--- config.mk ---
export PLATFORM = sky130hd
export DESIGN_NAME = iopt_walker
export DESIGN_NICKNAME = d
export VERILOG_FILES = /design/src/rtl/iopt_pkg.sv /design/src/rtl/iopt_index.sv /design/src/rtl/iopt_entry_dec.sv /design/src/rtl/iopt_perm.sv /design/src/rtl/iopt_walker.sv
export SDC_FILE = /design/constraint.sdc
export NUM_CORES = 1
export LEC_CHECK = 0
export BUFFER_PORTS_ARGS = -buffer_cell sky130_fd_sc_hd__buf_2
export CAP_MARGIN = 20
export CORE_AREA = 2 2 148 150
export CTS_BUF_LIST = sky130_fd_sc_hd__clkbuf_4 sky130_fd_sc_hd__clkbuf_8
export CTS_CLUSTER_DIAMETER = 40
export DETAILED_ROUTE_END_ITERATION = 12
export DIE_AREA = 0 0 150 152
export PLACE_DENSITY = 0.74
export SYNTH_ARGS = -nofsm -noshare
export SYNTH_HDL_FRONTEND = slang
export SYNTH_SLANG_ARGS = --single-unit
export TNS_END_PERCENT = 10
--- constraint.sdc ---
create_clock -name clk -period 6.3 [get_ports clk]
set_input_delay 1.26 -clock clk [delete_from_list [all_inputs] [get_ports clk]]
set_output_delay 1.26 -clock clk [all_outputs]
set_load 0.03 [all_outputs]
--- src/rtl/iopt_pkg.sv ---
package iopt_pkg;
  localparam int ENT_W       = 64;
  localparam int ENT_SH      = 3;
  localparam int SMALL_PG_SH = 12;
  localparam int LARGE_PG_SH = 14;

  localparam int OLD_PA_HI = 35;
  localparam int OLD_PA_LO = 12;
  localparam int NEW_PA_HI = 37;
  localparam int NEW_PA_LO = 10;
  localparam int NEW_PA_SH = 4;

  localparam int OLD_NO_RD = 8;
  localparam int OLD_NO_WR = 7;
  localparam int NEW_NO_RD = 3;
  localparam int NEW_NO_WR = 2;
  localparam int NEW_NO_CA = 1;

  typedef enum logic [1:0] {
    FLT_NONE      = 2'd0,
    FLT_BAD_TABLE = 2'd1,
    FLT_UNMAPPED  = 2'd2,
    FLT_PERM      = 2'd3
  } flt_cause_e;

  typedef enum logic [2:0] {
    W_IDLE, W_RD1, W_WT1, W_RD2, W_WT2, W_RSP
  } walk_st_e;
endpackage

--- src/rtl/iopt_index.sv ---
module iopt_index
  import iopt_pkg::*;
#(
  parameter int IN_AW = 42,
  parameter int LVL_W = LARGE_PG_SH - ENT_SH,
  parameter int OFF_W = LARGE_PG_SH
) (
  input  logic [IN_AW-1:0] va,
  input  logic             gran_large,
  output logic [LVL_W-1:0] l1_idx,
  output logic [LVL_W-1:0] l2_idx,
  output logic [IN_AW-1:0] tbl_sel,
  output logic [OFF_W-1:0] pg_off
);
  localparam int BPL_S = SMALL_PG_SH - ENT_SH;
  localparam int BPL_L = LARGE_PG_SH - ENT_SH;

  function automatic logic [IN_AW-1:0] slice_up(input logic [IN_AW-1:0] v,
                                                input int sh, input int w);
    logic [IN_AW-1:0] m;
    m = (IN_AW'(1) << w) - IN_AW'(1);
    return (v >> sh) & m;
  endfunction

  always_comb begin
    if (gran_large) begin
      l2_idx  = LVL_W'(slice_up(va, BPL_L + ENT_SH, BPL_L));
      l1_idx  = LVL_W'(slice_up(va, 2 * BPL_L + ENT_SH, BPL_L));
      tbl_sel = va >> (3 * BPL_L + ENT_SH);
      pg_off  = OFF_W'(slice_up(va, 0, LARGE_PG_SH));
    end else begin
      l2_idx  = LVL_W'(slice_up(va, BPL_S + ENT_SH, BPL_S));
      l1_idx  = LVL_W'(slice_up(va, 2 * BPL_S + ENT_SH, BPL_S));
      tbl_sel = va >> (3 * BPL_S + ENT_SH);
      pg_off  = OFF_W'(slice_up(va, 0, SMALL_PG_SH));
    end
  end
endmodule

--- src/rtl/iopt_entry_dec.sv ---
module iopt_entry_dec
  import iopt_pkg::*;
#(
  parameter int PA_W = 42
) (
  input  logic [ENT_W-1:0] ent,
  input  logic             fmt_new,
  output logic [PA_W-1:0]  pa,
  output logic             is_zero,
  output logic             vld,
  output logic             no_rd,
  output logic             no_wr,
  output logic             no_cache
);
  localparam int OLD_W = OLD_PA_HI - OLD_PA_LO + 1;
  localparam int NEW_W = NEW_PA_HI - NEW_PA_LO + 1;

  logic [OLD_W-1:0] old_fld;
  logic [NEW_W-1:0] new_fld;

  assign old_fld = ent[OLD_PA_HI:OLD_PA_LO];
  assign new_fld = ent[NEW_PA_HI:NEW_PA_LO];
  assign is_zero = (ent == '0);
  assign vld     = ent[0];

  always_comb begin
    if (fmt_new) begin
      pa       = PA_W'(new_fld) << (NEW_PA_LO + NEW_PA_SH);
      no_rd    = ent[NEW_NO_RD];
      no_wr    = ent[NEW_NO_WR];
      no_cache = ent[NEW_NO_CA];
    end else begin
      pa       = PA_W'(old_fld) << OLD_PA_LO;
      no_rd    = ent[OLD_NO_RD];
      no_wr    = ent[OLD_NO_WR];
      no_cache = 1'b0;
    end
  end
endmodule

--- src/rtl/iopt_perm.sv ---
module iopt_perm (
  input  logic is_write,
  input  logic no_rd,
  input  logic no_wr,
  output logic deny
);
  assign deny = is_write ? no_wr : no_rd;
endmodule

--- src/rtl/iopt_walker.sv ---
module iopt_walker
  import iopt_pkg::*;
#(
  parameter int IN_AW     = 42,
  parameter int PA_W      = 42,
  parameter int NUM_ROOTS = 4,
  localparam int TCW   = $clog2(NUM_ROOTS + 1),
  localparam int SELW  = (NUM_ROOTS > 1) ? $clog2(NUM_ROOTS) : 1,
  localparam int LVL_W = LARGE_PG_SH - ENT_SH,
  localparam int OFF_W = LARGE_PG_SH
) (
  input  logic                      clk,
  input  logic                      rst,
  input  logic                      cfg_fmt_new,
  input  logic                      cfg_gran_16k,
  input  logic [TCW-1:0]            cfg_num_tables,
  input  logic [NUM_ROOTS*PA_W-1:0] cfg_root_base,
  input  logic                      req_valid,
  output logic                      req_ready,
  input  logic [IN_AW-1:0]          req_addr,
  input  logic                      req_write,
  output logic                      mem_rd_valid,
  input  logic                      mem_rd_ready,
  output logic [PA_W-1:0]           mem_rd_addr,
  input  logic                      mem_data_valid,
  input  logic [ENT_W-1:0]          mem_data,
  output logic                      rsp_valid,
  input  logic                      rsp_ready,
  output logic                      rsp_fault,
  output logic [1:0]                rsp_cause,
  output logic [PA_W-1:0]           rsp_paddr,
  output logic                      rsp_nocache
);
  walk_st_e         state;
  logic [IN_AW-1:0] va_q;
  logic             wr_q;

  logic [PA_W-1:0] root_tbl [NUM_ROOTS];
  for (genvar g = 0; g < NUM_ROOTS; g++) begin : g_root
    assign root_tbl[g] = cfg_root_base[g*PA_W +: PA_W];
  end

  logic [IN_AW-1:0] idx_va;
  logic [LVL_W-1:0] l1_idx, l2_idx;
  logic [IN_AW-1:0] tbl_sel;
  logic [OFF_W-1:0] pg_off;

  assign idx_va = (state == W_IDLE) ? req_addr : va_q;

  iopt_index #(.IN_AW(IN_AW), .LVL_W(LVL_W), .OFF_W(OFF_W)) u_index (
    .va(idx_va), .gran_large(cfg_gran_16k),
    .l1_idx(l1_idx), .l2_idx(l2_idx), .tbl_sel(tbl_sel), .pg_off(pg_off)
  );

  logic [TCW-1:0]  tbl_lim;
  logic            tbl_bad;
  logic [SELW-1:0] sel_idx;
  logic [PA_W-1:0] l1_addr, l2_addr;

  assign tbl_lim = (cfg_num_tables > TCW'(NUM_ROOTS)) ? TCW'(NUM_ROOTS) : cfg_num_tables;
  assign tbl_bad = (tbl_sel >= IN_AW'(tbl_lim));
  assign sel_idx = tbl_sel[SELW-1:0];
  assign l1_addr = root_tbl[sel_idx] + (PA_W'(l1_idx) << ENT_SH);

  logic [PA_W-1:0] dec_pa;
  logic dec_zero, dec_vld, dec_no_rd, dec_no_wr, dec_nc, deny;

  iopt_entry_dec #(.PA_W(PA_W)) u_dec (
    .ent(mem_data), .fmt_new(cfg_fmt_new), .pa(dec_pa), .is_zero(dec_zero),
    .vld(dec_vld), .no_rd(dec_no_rd), .no_wr(dec_no_wr), .no_cache(dec_nc)
  );

  assign l2_addr = dec_pa + (PA_W'(l2_idx) << ENT_SH);

  iopt_perm u_perm (
    .is_write(wr_q), .no_rd(dec_no_rd), .no_wr(dec_no_wr), .deny(deny)
  );

  assign req_ready = (state == W_IDLE);

  always_ff @(posedge clk) begin
    if (rst) begin
      state        <= W_IDLE;
      va_q         <= '0;
      wr_q         <= 1'b0;
      mem_rd_valid <= 1'b0;
      mem_rd_addr  <= '0;
      rsp_valid    <= 1'b0;
      rsp_fault    <= 1'b0;
      rsp_cause    <= FLT_NONE;
      rsp_paddr    <= '0;
      rsp_nocache  <= 1'b0;
    end else begin
      case (state)
        W_IDLE: begin
          if (req_valid) begin
            va_q <= req_addr;
            wr_q <= req_write;
            if (tbl_bad) begin
              rsp_valid   <= 1'b1;
              rsp_fault   <= 1'b1;
              rsp_cause   <= FLT_BAD_TABLE;
              rsp_paddr   <= '0;
              rsp_nocache <= 1'b0;
              state       <= W_RSP;
            end else begin
              mem_rd_valid <= 1'b1;
              mem_rd_addr  <= l1_addr;
              state        <= W_RD1;
            end
          end
        end
        W_RD1: begin
          if (mem_rd_ready) begin
            mem_rd_valid <= 1'b0;
            state        <= W_WT1;
          end
        end
        W_WT1: begin
          if (mem_data_valid) begin
            if (dec_zero) begin
              rsp_valid   <= 1'b1;
              rsp_fault   <= 1'b1;
              rsp_cause   <= FLT_UNMAPPED;
              rsp_paddr   <= '0;
              rsp_nocache <= 1'b0;
              state       <= W_RSP;
            end else begin
              mem_rd_valid <= 1'b1;
              mem_rd_addr  <= l2_addr;
              state        <= W_RD2;
            end
          end
        end
        W_RD2: begin
          if (mem_rd_ready) begin
            mem_rd_valid <= 1'b0;
            state        <= W_WT2;
          end
        end
        W_WT2: begin
          if (mem_data_valid) begin
            rsp_valid <= 1'b1;
            state     <= W_RSP;
            if (!dec_vld || deny) begin
              rsp_fault   <= 1'b1;
              rsp_cause   <= !dec_vld ? FLT_UNMAPPED : FLT_PERM;
              rsp_paddr   <= '0;
              rsp_nocache <= 1'b0;
            end else begin
              rsp_fault   <= 1'b0;
              rsp_cause   <= FLT_NONE;
              rsp_paddr   <= dec_pa | PA_W'(pg_off);
              rsp_nocache <= dec_nc;
            end
          end
        end
        W_RSP: begin
          if (rsp_ready) begin
            rsp_valid <= 1'b0;
            state     <= W_IDLE;
          end
        end
        default: state <= W_IDLE;
      endcase
    end
  end

  // result frozen while the requester stalls
  assert_rsp_hold_R10: assert property (@(posedge clk) disable iff (rst)
    (rsp_valid && !rsp_ready) |=> (rsp_valid && $stable(rsp_paddr) &&
                                   $stable(rsp_cause) && $stable(rsp_nocache)));

  // memory request held until accepted
  assert_rd_hold_R10: assert property (@(posedge clk) disable iff (rst)
    (mem_rd_valid && !mem_rd_ready) |=> (mem_rd_valid && $stable(mem_rd_addr)));

  // no new request accepted while a walk or result is pending
  assert_busy_R10: assert property (@(posedge clk) disable iff (rst)
    (rsp_valid || mem_rd_valid) |-> !req_ready);

  // an out-of-range table select answers directly without a read
  assert_bad_table_R1: assert property (@(posedge clk) disable iff (rst)
    (req_valid && req_ready && tbl_bad) |=>
      (rsp_valid && rsp_cause == FLT_BAD_TABLE && !mem_rd_valid));

  // fault results carry no address
  assert_fault_clean_R12: assert property (@(posedge clk) disable iff (rst)
    (rsp_valid && rsp_fault) |-> (rsp_paddr == '0 && !rsp_nocache));
endmodule

==> results.sh, run 1 <==
export IMPL_vias=10100
export IMPL_finClkSkew_ns=0.0217
export IMPL_grt_max_degree=92
export IMPL_die_y_um=152
export IMPL_ys_seq_elements=133
export IMPL_fillers=2041
export IMPL_final_cell_mix="375 x buf_2, 191 x nand2_1, 133 x dfxtp_1, 129 x a21oi_1, 90 x nor2_1"
export IMPL_coreArea_um2=21400
export IMPL_wl_met1_mm=14.3
export IMPL_r2r_end="mem_rd_addr[38]$_SDFFE_PP0P_"
export IMPL_syn_inst=1145
export IMPL_irDropWorstVdd_mv=0.281
export IMPL_worstPathMaxFanout=42
export IMPL_dr_max_layer_used="met4"
export IMPL_synthArstFlopShare_pct=0
export IMPL_drv_slew=0
export IMPL_r2r_setup_slack_ns=0.89
export IMPL_powerDensity_nw_per_um2=326
export IMPL_clkTransAtPathRegs_ns=0.09
export IMPL_layout_drive_gt1_share_pct=33.2
export IMPL_maxCapViolCount=0
export IMPL_antenna_found_initial=2
export IMPL_fmax_mhz=185
export IMPL_hold_depth=2
export IMPL_status="completed"
export IMPL_clk_latency_ns=0.46
export IMPL_dpl_hpwl_mm=25.9
export IMPL_ys_types=70
export IMPL_routedWlPerCell_um=19.0
export IMPL_grt_overflow_total=0
export IMPL_slowest_stage="mux4_4"
export IMPL_num_nets_final=1774
export IMPL_drt_pass1_iter_count=5
export IMPL_relSlewSlack_pct=26.0
export IMPL_cts_tree="built"
export IMPL_rows=54
export IMPL_utilization_pct=54.7
export IMPL_cts_sinks=133
export IMPL_startpoint_type="register"
export IMPL_vias_per_cell=5.74
export IMPL_tightest_slew_ns=1.10
export IMPL_io_buffer_count=376
export IMPL_p_leak_nw=5.02
export IMPL_syn_to_final_growth_pct=26.0
export IMPL_period_share_pct=85.8
export IMPL_hold_end="mem_rd_addr[16]$_SDFFE_PP0P_"
export IMPL_ys_seq_area_share_pct=28.7
export IMPL_period_needed_ns=5.41
export IMPL_syn_area_per_cell_um2=8.10
export IMPL_cp_end_kind="register"
export IMPL_cts_setup_buffers=0
export IMPL_rr_worst_depth=15
export IMPL_r2r_start="state[0]$_SDFFE_PP0P_"
export IMPL_cp_arrival_ns=5.71
export IMPL_pin_count=377
export IMPL_setup_viol=0
export IMPL_worst_setup_path_type="reg -> reg"
export IMPL_cp_data_required_time_ns=6.61
export IMPL_syn_area_um2=9280
export IMPL_timing_hold_ws_ns=0.454
export IMPL_final_antenna_net_count=0
export IMPL_route_met3_wl_mm=2.55
export IMPL_first_global_vias=9211
export IMPL_die_width_um=150
export IMPL_track_usage_pct=28.4
export IMPL_syn_nets=1449
export IMPL_grt_pass1_wl_mm=50.6
export IMPL_cts_resized=0
export IMPL_root_buffer="clkbuf_8"
export IMPL_synth_edf_count=0
export IMPL_finalSetupTns_ns=0
export IMPL_initial_core_util_pct=43.4
export IMPL_finalHoldViolCount=0
export IMPL_synth_flop_cell="dfxtp_1"
export IMPL_hp_class="reg -> reg"
export IMPL_layout_commonest_cell="buf_2"
export IMPL_yosys_warnings=0
export IMPL_first_iter_violations=732
export IMPL_gp_congestion=0.940
export IMPL_htreeDepth=4
export IMPL_wl_mm=33.6
export IMPL_routed_wl_met2_mm=15.9
export IMPL_drcViolationCount=0
export IMPL_hold_start="mem_rd_addr[16]$_SDFFE_PP0P_"
export IMPL_hold_buffers=0
export IMPL_cts_buffers=17
export IMPL_die_area_um2=22800
export IMPL_crit_chain="or3_1 -> inv_8 -> mux4_4 -> buf_4 -> mux4_2 -> ha_1 -> and4_1 -> a32oi_1 -> o31ai_1 -> o41a_1 -> nand2_1 -> or4_1 -> o31a_1 -> o21ai_1 -> a211oi_2"
export IMPL_rsz0062_at_grt="false"
export IMPL_clock_path_buffers=2
export IMPL_cpPeakStageDelay_ns=0.81
-- per-stage QoR --
stage / setup slack (ns) / instances / power (W) / instance area (um2)
floorplan: 0.527 / 1145 / 0.00252 / 9280
global placement: 0.679 / 1731 / 0.00303 / 11300
detailed placement: 0.615 / 1731 / 0.00306 / 11300
CTS: 0.858 / 1763 / 0.00381 / 11700
global route: 0.489 / 1765 / 0.00405 / 11700
finish: 0.893 / 1765 / 0.00381 / 11700
-- area by class of cell --
class,instances,area (um2),share of cell area (%)
Timing Repair Buffer,393,2010,17.2
Clock buffer,18,241,2.07
Multi-Input combinational cell,911,6190,52.9
Antenna cell,2,5.00,0.0428
Clock inverter,14,166,1.42
Inverter,14,60.1,0.514
Tap cell,280,350,3.00
Sequential cell,133,2660,22.8
-- worst max-delay path: cells and delay by family (launching register included) --
kind	cells	cell delay [ns]
fa+ha+maj	1	0.37
buf+inv	2	0.51
compound gates	6	1.04
simple gates	4	1.54
mux	2	1.32
flops	1	0.47
-- state kept, by name (all words and copies together) (netlist names) --
signal,flops
va_q,39
mem_rd_addr,42
rsp_cause,2
rsp_paddr,42
rsp_fault,1
wr_q,1
rsp_nocache,1
rsp_valid,1
mem_rd_valid,1
state,3
-- worst max path at each step --
stage / depth (start not counted) / start / slack [ns] / endpoint
after floorplan: 21 / req_addr[37] / 0.53 / mem_rd_addr[41]$_SDFFE_PP0P_
after global placement: 14 / req_addr[36] / 0.68 / mem_rd_addr[38]$_SDFFE_PP0P_
after detailed placement: 14 / req_addr[36] / 0.62 / mem_rd_addr[38]$_SDFFE_PP0P_
after CTS: 15 / state[0]$_SDFFE_PP0P_ / 0.86 / mem_rd_addr[38]$_SDFFE_PP0P_
after global routing: 15 / state[0]$_SDFFE_PP0P_ / 0.49 / mem_rd_addr[36]$_SDFFE_PP0P_
final: 15 / state[0]$_SDFFE_PP0P_ / 0.89 / mem_rd_addr[38]$_SDFFE_PP0P_
-- power breakdown --
group / total, W / internal, W / leakage, nW / switching [W]
sequential: 0.00100 / 0.000930 / 1.08 / 0.0000700
clock: 0.000753 / 0.000368 / 0.199 / 0.000385
combinational: 0.00206 / 0.000799 / 3.74 / 0.00126
total: 0.00381 / 0.00210 / 5.02 / 0.00172
-- synthesized netlist by cell type, types with 7 or more instances --
cell	n	area, um2
a211oi_1	12	90.1
a21oi_1	129	646
a22oi_1	19	143
a2bb2oi_1	7	61.3
a31oi_1	10	62.6
a32oi_1	8	70.1
and2_1	8	50.1
and3_1	7	43.8
buf_2	10	50.1
clkbuf_1	65	244
dfxtp_1	133	2660
ha_1	16	200
inv_1	12	45.0
mux2_2	14	158
mux2i_1	75	751
mux4_2	32	721
nand2_1	191	717
nand2b_1	10	62.6
nand3_1	36	180
nand4_1	13	81.3
nor2_1	91	342
nor2b_1	9	56.3
nor3_1	21	105
nor4_1	25	156
o211ai_1	11	82.6
o21ai_0	28	140
o22ai_1	9	56.3
xnor2_1	28	245
xor2_1	25	219
-- cells by family (layout without fill, tap and decap cells) --
logic type	Yosys count	in the layout	synth area share, %
AO/OA/AOI/OAI	275	275	18.3
XOR/XNOR	53	53	5.00
adder cells (fa/ha/maj)	18	18	2.59
buffers and inverters	101	439	4.96
flip-flops	133	133	28.7
multiplexers	125	125	18.3
other	0	2	0
AND/OR/NAND/NOR	440	440	22.2
-- layer usage --
metal / track usage, % / vias up
met5: 0 / -
met4: 9.75 / 0
met1: 37.5 / 4742
li1: - / 4831
met3: 5.05 / 47
met2: 46.7 / 514
No activity file was read; power rests on OpenSTA's default activity.
==> inputs of run 2 (changes only) <==
CORE_AREA = not set   (was 2 2 148 150)
CORE_MARGIN = 2   (was not set)
CORE_UTILIZATION = 45   (was not set)
DIE_AREA = not set   (was 0 0 150 152)
PLACE_DENSITY = 0.75   (was 0.74)
==> run 2 against run 1 <==
Against the previous run: global-route usage grew 0.84 points; via count shrank 0.77%; clock power shrank 3.6%; first-iteration DRC count grew 13%; sequential power is essentially flat; clock skew is essentially flat; non-clock buffer count shrank 1; total power shrank 1.4%; die area shrank 4.5%; combinational power is essentially flat; largest cell class unchanged; highest routed layer unchanged.
==> results.sh, run 2 (same netlist as run 1, synthesis figures left out) <==
export IMPL_powerDensity_nw_per_um2=323
export IMPL_vias_per_cell=5.74
export IMPL_cp_end_kind="register"
export IMPL_io_buffer_count=376
export IMPL_rsz0062_at_grt="false"
export IMPL_clkPwrFrac_pct=19.3
export IMPL_syn_to_final_growth_pct=25.6
export IMPL_coreArea_um2=20200
export IMPL_top_regs="mem_rd_addr x42, rsp_paddr x42, va_q x39"
export IMPL_placed_cells=1720
export IMPL_die_y_um=148
export IMPL_cts_setup_buffers=0
export IMPL_final_antenna_net_count=0
export IMPL_crit_chain="or3_1 -> inv_8 -> mux4_4 -> mux4_2 -> ha_1 -> and4_1 -> nand2_1 -> o31ai_1 -> o41a_1 -> nand2_1 -> nor4_1 -> nand3_1 -> xor2_1 -> a211oi_1"
export IMPL_cpPeakStageDelay_ns=0.86
export IMPL_finClkSkew_ns=0.0217
export IMPL_slowest_stage="mux4_4"
export IMPL_root_buffer="clkbuf_8"
export IMPL_sw_frac_of_total_pct=45.4
export IMPL_hold_buffers=0
export IMPL_period_needed_ns=5.49
export IMPL_drt_pass1_iter_count=5
export IMPL_worstPathMaxFanout=46
export IMPL_layout_commonest_cell="buf_2"
export IMPL_fin_total_pwr_w=0.00376
export IMPL_place_area_um2=11300
export IMPL_startpoint_type="register"
export IMPL_clkTransAtPathRegs_ns=0.09
export IMPL_cts_buffers=17
export IMPL_finalNonFillerCells=1753
export IMPL_antenna_found_initial=1
export IMPL_dpl_hpwl_mm=25.7
export IMPL_final_area_um2=11600
export IMPL_cp_arrival_ns=5.85
export IMPL_hp_class="reg -> reg"
export IMPL_relSlewSlack_pct=18.9
export IMPL_drcViolationCount=0
export IMPL_crit_end="mem_rd_addr[34]$_SDFFE_PP0P_"
export IMPL_p_int_w=0.00205
export IMPL_fmax_mhz=182
export IMPL_r2r_start="state[2]$_SDFFE_PP0P_"
export IMPL_rr_worst_depth=14
export IMPL_period_share_pct=87.1
export IMPL_pwr_share_comb_pct=54.3
export IMPL_status="completed"
export IMPL_power_switching_w=0.00171
export IMPL_gp_congestion=0.933
export IMPL_drv_slew=0
export IMPL_crit_path_start="state[2]$_SDFFE_PP0P_"
export IMPL_grt_pass1_wl_mm=50.1
export IMPL_cts_tree="built"
export IMPL_final_cell_mix="375 x buf_2, 191 x nand2_1, 133 x dfxtp_1, 129 x a21oi_1, 90 x nor2_1"
export IMPL_cp_depth=14
export IMPL_die_area_um2=21800
export IMPL_clock_path_buffers=2
export IMPL_routedWlPerCell_um=18.9
export IMPL_setup_viol=0
export IMPL_finalSetupTns_ns=0
export IMPL_clk_latency_ns=0.46
export IMPL_num_nets_final=1773
export IMPL_wl_mm=33.1
export IMPL_worst_setup_path_type="reg -> reg"
export IMPL_cts_sinks=133
export IMPL_crit_buf_inv=1
export IMPL_r2r_end="mem_rd_addr[34]$_SDFFE_PP0P_"
export IMPL_cp_data_required_time_ns=6.66
export IMPL_grt_overflow_total=0
export IMPL_finalHoldViolCount=0
export IMPL_tightest_slew_ns=1.21
export IMPL_cts_resized=0
export IMPL_path_delay_family="simple AND/OR/NAND/NOR gates"
export IMPL_p_leak_nw=5.01
export IMPL_track_usage_pct=29.2
export IMPL_initial_core_util_pct=45.8
export IMPL_pin_count=377
export IMPL_first_global_vias=9269
export IMPL_irDropWorstVdd_mv=0.402
export IMPL_vias=10100
export IMPL_grt_max_degree=80
export IMPL_first_iter_violations=827
export IMPL_r2r_setup_slack_ns=0.81
export IMPL_rows=52
export IMPL_htreeDepth=4
export IMPL_maxCapViolCount=0
export IMPL_power_frac_seq_pct=26.4
export IMPL_crit_path_frequent_cell="nand2_1"
export IMPL_layout_drive_gt1_share_pct=33.1
export IMPL_die_width_um=148
[run 2: changes by cell type in the layout (fill, tap and decap cells not counted), sizes merged]
cell      delta
bufinv       -1
inv          +1
clkinvlp     +1
buf          -1
diode        -1
clkbuf       -1
[run 2: power groups by stage]
stage | logic (W) | clock network (W) | registers (W)
6_report | 0.00204 | 0.000726 | 0.000991
5_1_grt | 0.00223 | 0.000773 | 0.000999
4_1_cts | 0.00203 | 0.000735 | 0.000989
3_5_place_dp | 0.00202 | 0 | 0.00101
3_3_place_gp | 0.00201 | 0 | 0.00101
2_1_floorplan | 0.00145 | 0 | 0.00108
[run 2: how the worst min path moves through the flow]
stage,to,start,slack [ns],cells past startpoint
CTS,mem_rd_addr[17]$_SDFFE_PP0P_,mem_rd_addr[17]$_SDFFE_PP0P_,0.45,2
finish,mem_rd_addr[17]$_SDFFE_PP0P_,mem_rd_addr[17]$_SDFFE_PP0P_,0.45,2
floorplan,va_q[20]$_SDFFE_PP0P_,va_q[20]$_SDFFE_PP0P_,0.43,2
detailed placement,mem_rd_addr[2]$_SDFFE_PP0P_,mem_rd_addr[2]$_SDFFE_PP0P_,0.44,2
global route,va_q[19]$_SDFFE_PP0P_,va_q[19]$_SDFFE_PP0P_,0.47,2
global placement,mem_rd_addr[17]$_SDFFE_PP0P_,mem_rd_addr[17]$_SDFFE_PP0P_,0.44,2
[run 2: through the flow]
| stage | setup WS (ns) | hold slack [ns] | utilization [%] |
|---|---|---|---|
| floorplan | 0.527 | 0.432 | - |
| global placement | 0.953 | 0.440 | 55.6 |
| detailed placement | 0.840 | 0.443 | 55.6 |
| CTS | 0.851 | 0.454 | 57.6 |
| global route | 0.462 | 0.474 | 57.6 |
| finish | 0.812 | 0.452 | 57.6 |
[run 2: routing by layer]
metal  vias to the layer above  routed length (um)  track usage (%)
met2                       532               15900             49.0
li1                       4817                   -                -
met5                         -                   0                0
met4                         0                 674             7.84
met3                        42                2700             5.49
met1                      4665               13800             38.7
[run 2: worst register-to-register path: stages (launching register included)]
cell and delay (ns):
dfxtp_1 0.43, or3_1 0.52, inv_8 0.28, mux4_4 0.92
mux4_2 0.50, ha_1 0.40, and4_1 0.25, nand2_1 0.06
o31ai_1 0.28, o41a_1 0.27, nand2_1 0.16, nor4_1 0.69
nand3_1 0.19, xor2_1 0.19, a211oi_1 0.26
[run 2: area by class of cell]
class                   count  area (um2)
multi-input cells         911        6190
well taps                 270         338
clock inverters            15         160
clock buffers              17         234
diodes                      1        2.50
inverters                  14        60.1
flip-flops and latches    133        2660
fillers                  1892        8590
repair buffers            392        2000
==> inputs of run 3 (changes only) <==
PLACE_DENSITY = 0.74   (was 0.75)
SYNTH_HIERARCHICAL = 1   (was not set)
==> run 3 against run 2 <==
Against the previous run: critical path depth fell by 3; clock skew rose by 0.0014 ns; clock-buffer cell count rose by 1; clock power rose by 24%; cell count rose by 4.9%; via count rose by 3.9%; largest cell class unchanged; sequential share of layout area fell by 1.4 points; maximum frequency rose by 5.2%; utilization fell by 1.6 points; routed wire length rose by 4.7%; combinational power rose by 62%.
==> results.sh, run 3 <==
export IMPL_synthTopCellsByCount="165 x nand2_1, 136 x dfxtp_1, 94 x a21oi_1"
export IMPL_final_antenna_net_count=0
export IMPL_drcViolationCount=0
export IMPL_rsz0062_at_grt="false"
export IMPL_maxCapViolCount=0
export IMPL_track_usage_pct=27.3
export IMPL_first_global_vias=9909
export IMPL_wl_met1_mm=15.0
export IMPL_vias=10500
export IMPL_rr_worst_depth=11
export IMPL_worst_setup_path_type="reg -> reg"
export IMPL_ys_seq_area_share_pct=26.0
export IMPL_routed_wl_met2_mm=16.6
export IMPL_grt_max_degree=67
export IMPL_io_buffer_count=376
export IMPL_antenna_cells=0
export IMPL_synth_top_area_cell="dfxtp_1"
export IMPL_worstPathMaxFanout=26
export IMPL_r2r_start="state[0]$_SDFFE_PP0P_"
export IMPL_root_buffer="clkbuf_8"
export IMPL_crit_end="mem_rd_addr[9]$_SDFFE_PP0P_"
export IMPL_cpPeakStageDelay_ns=0.84
export IMPL_clkTransAtPathRegs_ns=0.09
export IMPL_gp_congestion=0.947
export IMPL_die_width_um=156
export IMPL_p_leak_nw=5.48
export IMPL_synth_top_area_share_pct=26.0
export IMPL_yosys_warnings=6
export IMPL_syn_inst=1219
export IMPL_powerDensity_nw_per_um2=424
export IMPL_synth_edf_count=0
export IMPL_fin_total_pwr_w=0.00539
export IMPL_ys_seq_elements=136
export IMPL_antenna_found_initial=0
export IMPL_synth_flop_cell="dfxtp_1"
export IMPL_crit_path_start="state[0]$_SDFFE_PP0P_"
export IMPL_netlist_top_cells_area="dfxtp_1 26%, mux2_2 7.9%, mux4_2 7.5%"
export IMPL_dpl_hpwl_mm=27.5
export IMPL_die_y_um=156
export IMPL_setup_viol=0
export IMPL_period_needed_ns=5.21
export IMPL_final_cell_mix="375 x buf_2, 164 x nand2_1, 136 x dfxtp_1, 94 x a21oi_1, 85 x nor2_1"
export IMPL_hold_depth=2
export IMPL_crit_chain="nor3_4 -> buf_4 -> mux2_2 -> mux2_4 -> nor4_1 -> nand4_1 -> or4_1 -> o21ai_1 -> and3_1 -> nor2_1 -> a311oi_1"
export IMPL_cts_setup_buffers=0
export IMPL_cp_arrival_ns=5.56
export IMPL_die_area_um2=24500
export IMPL_first_iter_violations=797
export IMPL_cts_buffers=17
export IMPL_num_nets_final=1854
export IMPL_irDropWorstVdd_mv=0.289
export IMPL_pin_count=377
export IMPL_route_met3_wl_mm=2.24
export IMPL_cp_data_required_time_ns=6.65
export IMPL_dr_max_layer_used="met4"
export IMPL_slowest_stage="and3_1"
export IMPL_htreeDepth=4
export IMPL_cts_tree="built"
export IMPL_fmax_mhz=192
export IMPL_period_share_pct=82.8
export IMPL_grt_overflow_total=0
export IMPL_ys_types=70
export IMPL_cts_sinks=136
export IMPL_layout_drive_gt1_share_pct=36.8
export IMPL_hold_buffers=0
export IMPL_hp_class="reg -> reg"
export IMPL_timing_hold_ws_ns=0.455
export IMPL_r2r_setup_slack_ns=1.09
export IMPL_vias_per_cell=5.68
export IMPL_syn_area_per_cell_um2=8.58
export IMPL_yosysMostFrequentCell="nand2_1"
export IMPL_wl_mm=34.7
export IMPL_grt_pass1_wl_mm=52.6
export IMPL_finalHoldViolCount=0
export IMPL_drt_pass1_iter_count=5
export IMPL_cts_resized=0
export IMPL_coreArea_um2=22700
export IMPL_startpoint_type="register"
export IMPL_tightest_slew_ns=1.11
export IMPL_clk_latency_ns=0.46
export IMPL_status="completed"
export IMPL_finClkSkew_ns=0.0230
export IMPL_rows=55
export IMPL_layout_commonest_cell="buf_2"
export IMPL_cp_end_kind="register"
export IMPL_r2r_end="mem_rd_addr[9]$_SDFFE_PP0P_"
export IMPL_clock_path_buffers=2
export IMPL_syn_to_final_growth_pct=21.5
export IMPL_relSlewSlack_pct=25.8
export IMPL_initial_core_util_pct=46.1
export IMPL_top_regs="mem_rd_addr x42, rsp_paddr x42, va_q x42"
export IMPL_syn_area_um2=10500
export IMPL_finalSetupTns_ns=0
export IMPL_drv_slew=0
export IMPL_synthArstFlopShare_pct=0
export IMPL_routedWlPerCell_um=18.9
==> run 3: critical path: cells and delay by family, from the launching register on <==
family / cells / cell delay (ns)
buffers and inverters: 1 / 0.41
multiplexers: 2 / 0.67
flip-flops: 1 / 0.50
AND/OR/NAND/NOR: 6 / 2.81
AO/OA/AOI/OAI: 2 / 0.69
==> run 3: worst min path at each step <==
stage | from | to | slack (ns)
2_1_floorplan | va_q[0]$_SDFFE_PP0P_ | va_q[0]$_SDFFE_PP0P_ | 0.43
3_3_place_gp | mem_rd_addr[16]$_SDFFE_PP0P_ | mem_rd_addr[16]$_SDFFE_PP0P_ | 0.43
3_5_place_dp | mem_rd_addr[16]$_SDFFE_PP0P_ | mem_rd_addr[16]$_SDFFE_PP0P_ | 0.44
4_1_cts | rsp_paddr[4]$_SDFFE_PP0P_ | rsp_paddr[4]$_SDFFE_PP0P_ | 0.45
5_1_grt | rsp_paddr[4]$_SDFFE_PP0P_ | rsp_paddr[4]$_SDFFE_PP0P_ | 0.47
6_report | va_q[13]$_SDFFE_PP0P_ | va_q[13]$_SDFFE_PP0P_ | 0.46
==> run 3: cells by family (layout without fill, tap and decap cells) <==
group                      count (synthesis)  after routing  synth area share [%]
buffers and inverters                    148            443                  8.18
AOI/OAI and AO/OA                        287            287                  18.0
muxes                                    138            138                  20.3
xor gates and xnor gates                  46             46                  3.85
and+or+nand+nor                          435            435                  20.3
DFF                                      136            136                  26.0
adders and majority gates                 27             27                  3.37
other                                      2             42                0.0718
==> run 3: cell type report <==
type / instances / area [um2]
Clock buffer: 18 / 248
Clock inverter: 14 / 244
Fill cell: 2160 / 10000
Inverter: 18 / 67.6
Multi-Input combinational cell: 975 / 7060
Sequential cell: 136 / 2720
Tap cell: 285 / 357
Timing Repair Buffer: 393 / 2010
==> run 3: report_power, final <==
group	total [W]	leakage [nW]	internal, W	switching (W)
Clock	0.000900	0.240	0.000525	0.000375
Sequential	0.00118	1.11	0.00105	0.000136
Combinational	0.00331	4.14	0.00135	0.00197
Total	0.00539	5.48	0.00292	0.00248
==> run 3: metrics by stage <==
| stage | area, um2 | util (%) | setup WS [ns] | cells |
|---|---|---|---|---|
| after CTS | 12700 | 56.0 | 1.11 | 1839 |
| after detailed placement | 12200 | 53.8 | 1.11 | 1807 |
| after floorplan | 10600 | - | 0.529 | 1259 |
| after global routing | 12700 | 56.0 | 0.732 | 1839 |
| after global placement | 12200 | 53.8 | 1.15 | 1807 |
| final | 12700 | 56.0 | 1.09 | 1839 |
==> run 3: layer usage <==
layer,global-route usage (%),vias to the layer above
met3,3.88,48
met1,35.9,4891
met4,8.56,0
met5,0,-
met2,46.4,442
li1,-,5069
